File: src/rtl/pseg_pkg.sv
package pseg_pkg;

    localparam int S1_W    = 8;
    localparam int S2_W    = 10;
    localparam int D1_W    = 6;
    localparam int D2_W    = 10;
    localparam int LA_W    = S1_W + S2_W + D1_W + D2_W;
    localparam int PA_W    = 24;
    localparam int ENTRY_W = 32;
    localparam int FRAME_W = PA_W - D2_W;
    localparam int LIM_W   = ENTRY_W - 1 - PA_W;
    localparam int FLT_W   = 3;

    typedef enum logic [2:0] {
        ST_IDLE = 3'd0,
        ST_L1   = 3'd1,
        ST_L2   = 3'd2,
        ST_L3   = 3'd3,
        ST_DONE = 3'd4
    } walk_state_e;

    typedef enum logic [FLT_W-1:0] {
        FLT_NONE = 3'd0,
        FLT_L1   = 3'd1,
        FLT_L2   = 3'd2,
        FLT_L3   = 3'd3,
        FLT_LEN  = 3'd4
    } fault_e;

    typedef struct packed {
        logic [S1_W-1:0] s1;
        logic [S2_W-1:0] s2;
        logic [D1_W-1:0] d1;
        logic [D2_W-1:0] d2;
    } laddr_t;

    typedef struct packed {
        logic             valid;
        logic [LIM_W-1:0] limit;
        logic [PA_W-1:0]  ptr;
    } entry_t;

    function automatic walk_state_e next_level(walk_state_e cur);
        case (cur)
            ST_L1:   return ST_L2;
            ST_L2:   return ST_L3;
            default: return ST_DONE;
        endcase
    endfunction

endpackage

File: src/rtl/pseg_entry_dec.sv
module pseg_entry_dec
    import pseg_pkg::*;
(
    input  logic [ENTRY_W-1:0] word,
    output entry_t             ent
);
    always_comb begin
        ent.valid = word[ENTRY_W-1];
        ent.limit = word[ENTRY_W-2 -: LIM_W];
        ent.ptr   = word[PA_W-1:0];
    end
endmodule

File: src/rtl/pseg_step.sv
module pseg_step
    import pseg_pkg::*;
(
    input  walk_state_e      lvl,
    input  entry_t           ent,
    input  logic [S2_W-1:0]  s2,
    input  logic [D1_W-1:0]  d1,
    input  logic [D2_W-1:0]  d2,
    output logic [PA_W-1:0]  nxt_ptr,
    output fault_e           flt,
    output logic             fin
);
    always_comb begin
        nxt_ptr = ent.ptr;
        flt     = FLT_NONE;
        fin     = 1'b0;
        case (lvl)
            ST_L1: begin
                if (!ent.valid) begin
                    flt = FLT_L1;
                    fin = 1'b1;
                end else begin
                    nxt_ptr = {ent.ptr[FRAME_W-1:0], s2};
                end
            end
            ST_L2: begin
                if (!ent.valid) begin
                    flt = FLT_L2;
                    fin = 1'b1;
                end else if (LIM_W'(d1) > ent.limit) begin
                    flt = FLT_LEN;
                    fin = 1'b1;
                end else begin
                    nxt_ptr = ent.ptr + PA_W'(d1);
                end
            end
            ST_L3: begin
                fin = 1'b1;
                if (!ent.valid) begin
                    flt = FLT_L3;
                end else begin
                    nxt_ptr = {ent.ptr[FRAME_W-1:0], d2};
                end
            end
            default: ;
        endcase
    end
endmodule

File: src/rtl/pseg_walker.sv
module pseg_walker
    import pseg_pkg::*;
(
    input  logic                clk,
    input  logic                rst,
    input  logic                req_valid,
    output logic                req_ready,
    input  logic [LA_W-1:0]     req_laddr,
    input  logic [PA_W-1:0]     req_base,
    output logic                mem_req,
    output logic [PA_W-1:0]     mem_addr,
    input  logic                mem_rvalid,
    input  logic [ENTRY_W-1:0]  mem_rdata,
    output logic                done_valid,
    output logic [PA_W-1:0]     done_paddr,
    output logic [FLT_W-1:0]    done_fault
);
    walk_state_e      state;
    laddr_t           la_q;
    logic [PA_W-1:0]  ptr_q;
    logic             issue_q;
    logic [PA_W-1:0]  res_paddr;
    fault_e           res_fault;

    entry_t           ent;
    logic [PA_W-1:0]  nxt_ptr;
    fault_e           flt;
    logic             fin;
    laddr_t           la_in;

    assign la_in = laddr_t'(req_laddr);

    pseg_entry_dec u_dec (
        .word (mem_rdata),
        .ent  (ent)
    );

    pseg_step u_step (
        .lvl     (state),
        .ent     (ent),
        .s2      (la_q.s2),
        .d1      (la_q.d1),
        .d2      (la_q.d2),
        .nxt_ptr (nxt_ptr),
        .flt     (flt),
        .fin     (fin)
    );

    always_ff @(posedge clk) begin
        if (rst) begin
            state     <= ST_IDLE;
            la_q      <= '0;
            ptr_q     <= '0;
            issue_q   <= 1'b0;
            res_paddr <= '0;
            res_fault <= FLT_NONE;
        end else begin
            issue_q <= 1'b0;
            case (state)
                ST_IDLE: begin
                    if (req_valid) begin
                        la_q    <= la_in;
                        ptr_q   <= req_base + PA_W'(la_in.s1);
                        issue_q <= 1'b1;
                        state   <= ST_L1;
                    end
                end
                ST_L1, ST_L2, ST_L3: begin
                    if (mem_rvalid) begin
                        if (fin) begin
                            state     <= ST_DONE;
                            res_fault <= flt;
                            res_paddr <= (flt == FLT_NONE) ? nxt_ptr : '0;
                        end else begin
                            ptr_q   <= nxt_ptr;
                            issue_q <= 1'b1;
                            state   <= next_level(state);
                        end
                    end
                end
                default: state <= ST_IDLE;
            endcase
        end
    end

    assign req_ready  = (state == ST_IDLE);
    assign mem_req    = issue_q;
    assign mem_addr   = ptr_q;
    assign done_valid = (state == ST_DONE);
    assign done_paddr = res_paddr;
    assign done_fault = res_fault;

endmodule

File: config.mk
export PLATFORM = sky130hd
export DESIGN_NAME = pseg_walker
export DESIGN_NICKNAME = d
export VERILOG_FILES = /design/src/rtl/pseg_pkg.sv /design/src/rtl/pseg_entry_dec.sv /design/src/rtl/pseg_step.sv /design/src/rtl/pseg_walker.sv
export SDC_FILE = /design/constraint.sdc
export NUM_CORES = 1
export LEC_CHECK = 0
export ABC_AREA = 1
export BUFFER_PORTS_ARGS = -buffer_cell sky130_fd_sc_hd__buf_4
export CAP_MARGIN = 25
export CELL_PAD_IN_SITES_DETAIL_PLACEMENT = 1
export CELL_PAD_IN_SITES_GLOBAL_PLACEMENT = 2
export CORE_UTILIZATION = 29
export CTS_BUF_LIST = sky130_fd_sc_hd__clkbuf_2
export DETAILED_ROUTE_END_ITERATION = 10
export GPL_ROUTABILITY_DRIVEN = 0
export GPL_TIMING_DRIVEN = 0
export PLACE_DENSITY_LB_ADDON = 0.1
export SLEW_MARGIN = 20
export SYNTH_ARGS = -nofsm -noshare
export SYNTH_HDL_FRONTEND = slang
export SYNTH_HIERARCHICAL = 1
export SYNTH_SLANG_ARGS = --single-unit
File: constraint.sdc
create_clock -name clk -period 2.4 [get_ports clk]
set_input_delay 0.12 -clock clk [delete_from_list [all_inputs] [get_ports clk]]
set_output_delay 0.12 -clock clk [all_outputs]
set_load 0.01 [all_outputs]
# Word-level counts from Yosys, hierarchy flattened
# Index checks and enable logic that the tools add are counted.
[op_classes]
n_eq_ne = 7
n_addsub = 2
magnitude_cmp = 1
n_mux = 28
reduce_logical = 8
[op_table]
columns = ["cell", "n"]
rows = [
  ["24-bit two-way mux", 8],
  ["24-bit case mux with 3 select lines", 1],
  ["24-bit case mux with 2 select lines", 1],
  ["24-bit by 6-bit adder with 24-bit output", 1],
  ["24-bit by 8-bit adder with 24-bit output", 1],
  ["3-bit two-way mux", 5],
  ["3-bit case mux with 2 select lines", 2],
  ["3-bit case mux with 3 select lines", 1],
  ["6-bit by 7-bit greater-than comparator with 1-bit output", 1],
  ["1-bit two-way mux", 7],
  ["3-bit by 2-bit == test with 1-bit output (second input constant)", 2],
  ["3-bit logical NOT", 2],
  ["2-bit inequality test (second input constant)", 3],
  ["2-bit AND reduction", 2],
  ["4-bit AND reduction", 1],
  ["3-bit by 1-bit == test with 1-bit output (second input constant)", 1],
  ["3-bit == test (second input constant)", 1],
  ["1-bit case mux with 3 select lines", 1],
  ["3-bit AND reduction", 1],
  ["3-bit OR reduction", 1],
  ["2-bit two-way mux", 1],
  ["1-bit case mux with 2 select lines", 1],
  ["2-bit nonzero test", 1],
]
[word_totals]
in_bits = 94
ff_bits = 81
out_inout_bits = 54

# Depth between registers and ports, before layout
[depth]
word_depth = 7
mapped_depth = 19
depth_no_buf = 18

# Hierarchy
# Netlist, hierarchy kept.
[by_module_without_submodules]
columns = ["mod", "cells_per_inst", "area_per_inst_um2", "instances"]
rows = [
  ["pseg_walker", 616, 4171.5, 1],
  ["pseg_step", 413, 2021.9, 1],
  ["pseg_entry_dec", 32, 240.2, 1],
]

# Worst setup path before layout
# No wires, ideal clock.
[synth_timing]
path_type = "reg2reg"
startpoint = "register la_q[15] in the netlist's numbering"
endpoint = "register ptr_q[11], in the netlist mem_addr[11]"
stages_incl_launch_ff = 17
period_less_slack_ps = 2126
path_slack_ps = 274
t_required_ps = 2278
arrival_ps = 2004
setup_time_ps = 122
path_buffers = 2
path_cell_list = "dfxtp_1 -> ha_1 -> inv_1 -> nor3_2 -> nand2_1 -> nand2_1 -> nand2_2 -> nand2_1 -> nand2_1 -> nand3_1 -> inv_1 -> nand3_1 -> nand2_2 -> buf_6 -> buf_6 -> o21ai_1 -> a21oi_1"
[synth_between]
elab_cells_between_ends = 13
classes_between = "1 x add/sub; 1 x order compare; 1 x eq/ne; 9 x mux; 1 x reduce/logical"
[synth_lines]
columns = ["item", "line", "text"]
rows = [
  ["from (decl)", "pseg_walker.sv:19", "laddr_t la_q;"],
  ["from (signal assigned)", "pseg_walker.sv:62", "la_q <= la_in;"],
  ["6-bit by 7-bit greater-than comparator with 1-bit output", "pseg_step.sv:30", "end else if (LIM_W'(d1) > ent.limit) begin"],
  ["1-bit two-way mux", "pseg_step.sv:30", ""],
  ["1-bit two-way mux", "pseg_step.sv:27", "if (!ent.valid) begin"],
  ["1-bit case mux with 3 select lines", "pseg_step.sv:17", "case (lvl)"],
  ["named net fin", "pseg_walker.sv:28", "logic fin;"],
  ["2-bit inequality test (no line)", "n/a", ""],
  ["4-bit AND reduction (no line)", "n/a", ""],
  ["to (signal assigned)", "pseg_walker.sv:63", "ptr_q <= req_base + PA_W'(la_in.s1);"],
  ["to (signal assigned)", "pseg_walker.sv:75", "ptr_q <= nxt_ptr;"],
  ["to (decl)", "pseg_walker.sv:20", "logic [PA_W-1:0] ptr_q;"],
]
# The timed path passes the listed nets, and every way through them passes these cells. The select of a mux whose other input is x is not followed.
# A chain may end at the register's enable or synchronous reset.

# Final worst setup path
[layout_timing]
startpoint = "register la_q[14] in the netlist's numbering"
endpoint = "register ptr_q[18], in the netlist mem_addr[18]"
# Same word-level chain as after synthesis.

==> metrics <==
Cell Pwr Density 862.0 mW/mm^2; minimum clock period 2.380 ns; grt total ovfl 0; commonest non-fill, non-tap cell in the layout nand2_1; total placed cells including tap cells 1454; clk slew on worst S/H paths 0.23 ns; Max stage delay on crit path 0.43 ns; starting density of the core 29.57%; clock skew 0.03599 ns; status finished with violations; Max Fclk 0.4202 GHz; first-pass GRT wire length 40620 um; Clock Path Buffers 2; initial antenna violation count 1; max_slew headroom 55.26%; detailed placer's ending HPWL 20750 um; Max-Cap Viols 0; Mapped Nets 1177; Clock Latency Late Sink 0.62 ns; CTS tree built; fin util 42.68%; Final Cycle Share 99.16%; synthesized flop and latch total 81; via count 7743; Cells after Synth 1061; CP max FO 5; Site Rows 54; VDD IR max 331.2 uV; Hold Fails Final Rpt 0; critical path's slowest cell dfxtp_4; final setup fails 0; most used cell, CP nand2_4; TritonCTS buffer count 9; Power Total 8.004 mW; core area 0.02176 sq mm; Mean Syn Cell Area 6.064 sq um; largest net degree at the start of global routing 15; fin nets 1397; number of synthesis warnings 6; Starting DRT DRC Count 261; # IOs 148; arrival time at the worst endpoint 2.91 ns; number of global-route vias before repair 7756; failing checks DRC; die area 0.02278 sq mm; RSZ-0062 raised after global routing true; worst endpoint required time 2.93 ns; CP Launch Type register; proportion of layout cells with a drive suffix above 1 25.89%; crit-path cells ha_4 > nand2_4 > nor3_4 > nand2_2 > nand2_4 > nand2_4 > nand2_4 > nand3_4 > inv_4 > nand3_4 > nand2_4 > inv_4 > buf_6 > nor2_1 > nand2_1 > a21oi_1; Synth area leader dfxtp_1; Routed Antenna Nets 0; synthesized cell area 0.006434 sq mm; die height 150.9 um; CP endpoint kind register; residual DRC count 3; vias per cell 4.941; area grow syn2layout 44.34%; Layout Cells excl Fill 1567; H-tree Lvls 3; CTS Root Cell clkbuf_2; drt pass-1 iters 10; Synth cell types 46; top cell type's share of synthesized area 25.20%; Final Slew Violations 0; Min-Delay Path Class in2reg; DR WL/cell 17.22 um; Total Wirelength 26990 um; commonest cells after routing, fill and taps aside nand2_1 (330), buf_4 (166), nand3_1 (110); Seq/Total Area, Yosys 25.20%; Area contributors post-synth dfxtp_1 (25%), nand2_1 (20%), nand3_1 (9.9%); Tightest Pin Transition 0.6710 ns; port bufs 113; chip width 150.9 um; # clock sinks 81; CP Class reg2reg; static leakage 4.226 nW; gr usage total 23.48%
## metrics by stage
step,cell area [sq um],hold WS (ns),worst slack (ns),TNS (ns)
floorplan,6434,0.2844,0.2745,0
global placement,7632,0.4135,-0.6221,-18.07
detailed placement,7632,0.4154,-0.6356,-19.98
CTS,8625,0.001746,0.01235,0
global route,9286,0.02431,-0.1197,-0.9464
finish,9286,0.03274,0.02011,0
## kinds of logic (layout without fill, tap and decap cells)
kind of cell	count (synthesis)	count (layout)	share of synthesized area, %
xor gates and xnor gates	10	10	1.361
adders and majority gates	22	22	4.512
and+or+nand+nor	590	590	40.33
DFF	81	81	25.20
other	0	1	0
AOI/OAI and AO/OA	180	180	15.29
buffers and inverters	178	403	13.30
## cell type report
cell class / instances / area (sq um)
inverter: 96 / 375.4
clock inverter: 6 / 66.31
antenna: 1 / 2.502
sequential: 81 / 1645
multi-input combinational: 802 / 4459
timing repair buffer: 209 / 1799
clock buffer: 10 / 50.05
buffer: 82 / 538.0
tap: 280 / 350.3
fill: 2844 / 12470
## synth_stat cells (all sizes together)
cell type / instances
buf: 58
dfxtp: 81
nor2: 68
xnor2: 4
clkbuf: 24
o22ai: 2
o21bai: 1
nand3b: 3
inv: 96
a21boi: 10
fa: 2
nor3: 10
o21ai: 41
and2: 2
a31oi: 4
or2: 4
ha: 20
a211oi: 1
nand2: 348
nand3: 129
a22oi: 2
nor4: 2
nor3b: 1
o2111ai: 4
a21oi: 115
xor2: 6
and3: 1
nand4: 22
## power by group
group          internal, mW  total (mW)  switching (mW)
Sequential             1.69        1.96           0.270
Combinational          2.11        5.26            3.15
Clock                 0.248       0.786           0.538
Total                  4.05        8.00            3.96
## what timing repair did
item / in CTS / in global routing
hold buffers: 72 / 3
pin swaps: 6 / 53
gates cloned: 0 / 3
setup buffers: 7 / 11
gates resized for setup: 35 / 116
endpoints found under the setup margin: 52 / 50
hold endpoints to repair: 61 / 3
## metal layers
layer,up-vias,GRT usage (%),wire length (um)
li1,3898,-,-
met1,3664,28.85,11980
met2,149,42.22,13480
met3,32,3.614,920
met4,0,6.200,608
met5,-,0,0
## sequential cells by signal, indices dropped and copies added (netlist names)
name and flops:
done_fault 3, done_paddr 24, la_q 26, mem_addr 24, mem_req 1, state 3
## critical path: cells and delay by family (launching register included)
family	cells	cell delay, ns
AOI/OAI and AO/OA	1	0.11
and+or+nand+nor	11	1.22
DFF	1	0.43
buffers and inverters	3	0.28
adders and majority gates	1	0.28
## path summary, 6_finish.rpt
kind	cells after the start	slack [ns]	endpoint	startpoint
setup / recovery	16	0.02	mem_addr[18]	la_q[14]
hold reg to reg	2	0.48	mem_addr[21]	mem_addr[21]
setup reg to reg	16	0.02	mem_addr[18]	la_q[14]
hold / removal	7	0.03	done_paddr[22]	mem_rdata[22]
Note: power is estimated with default switching activity, not from simulation.
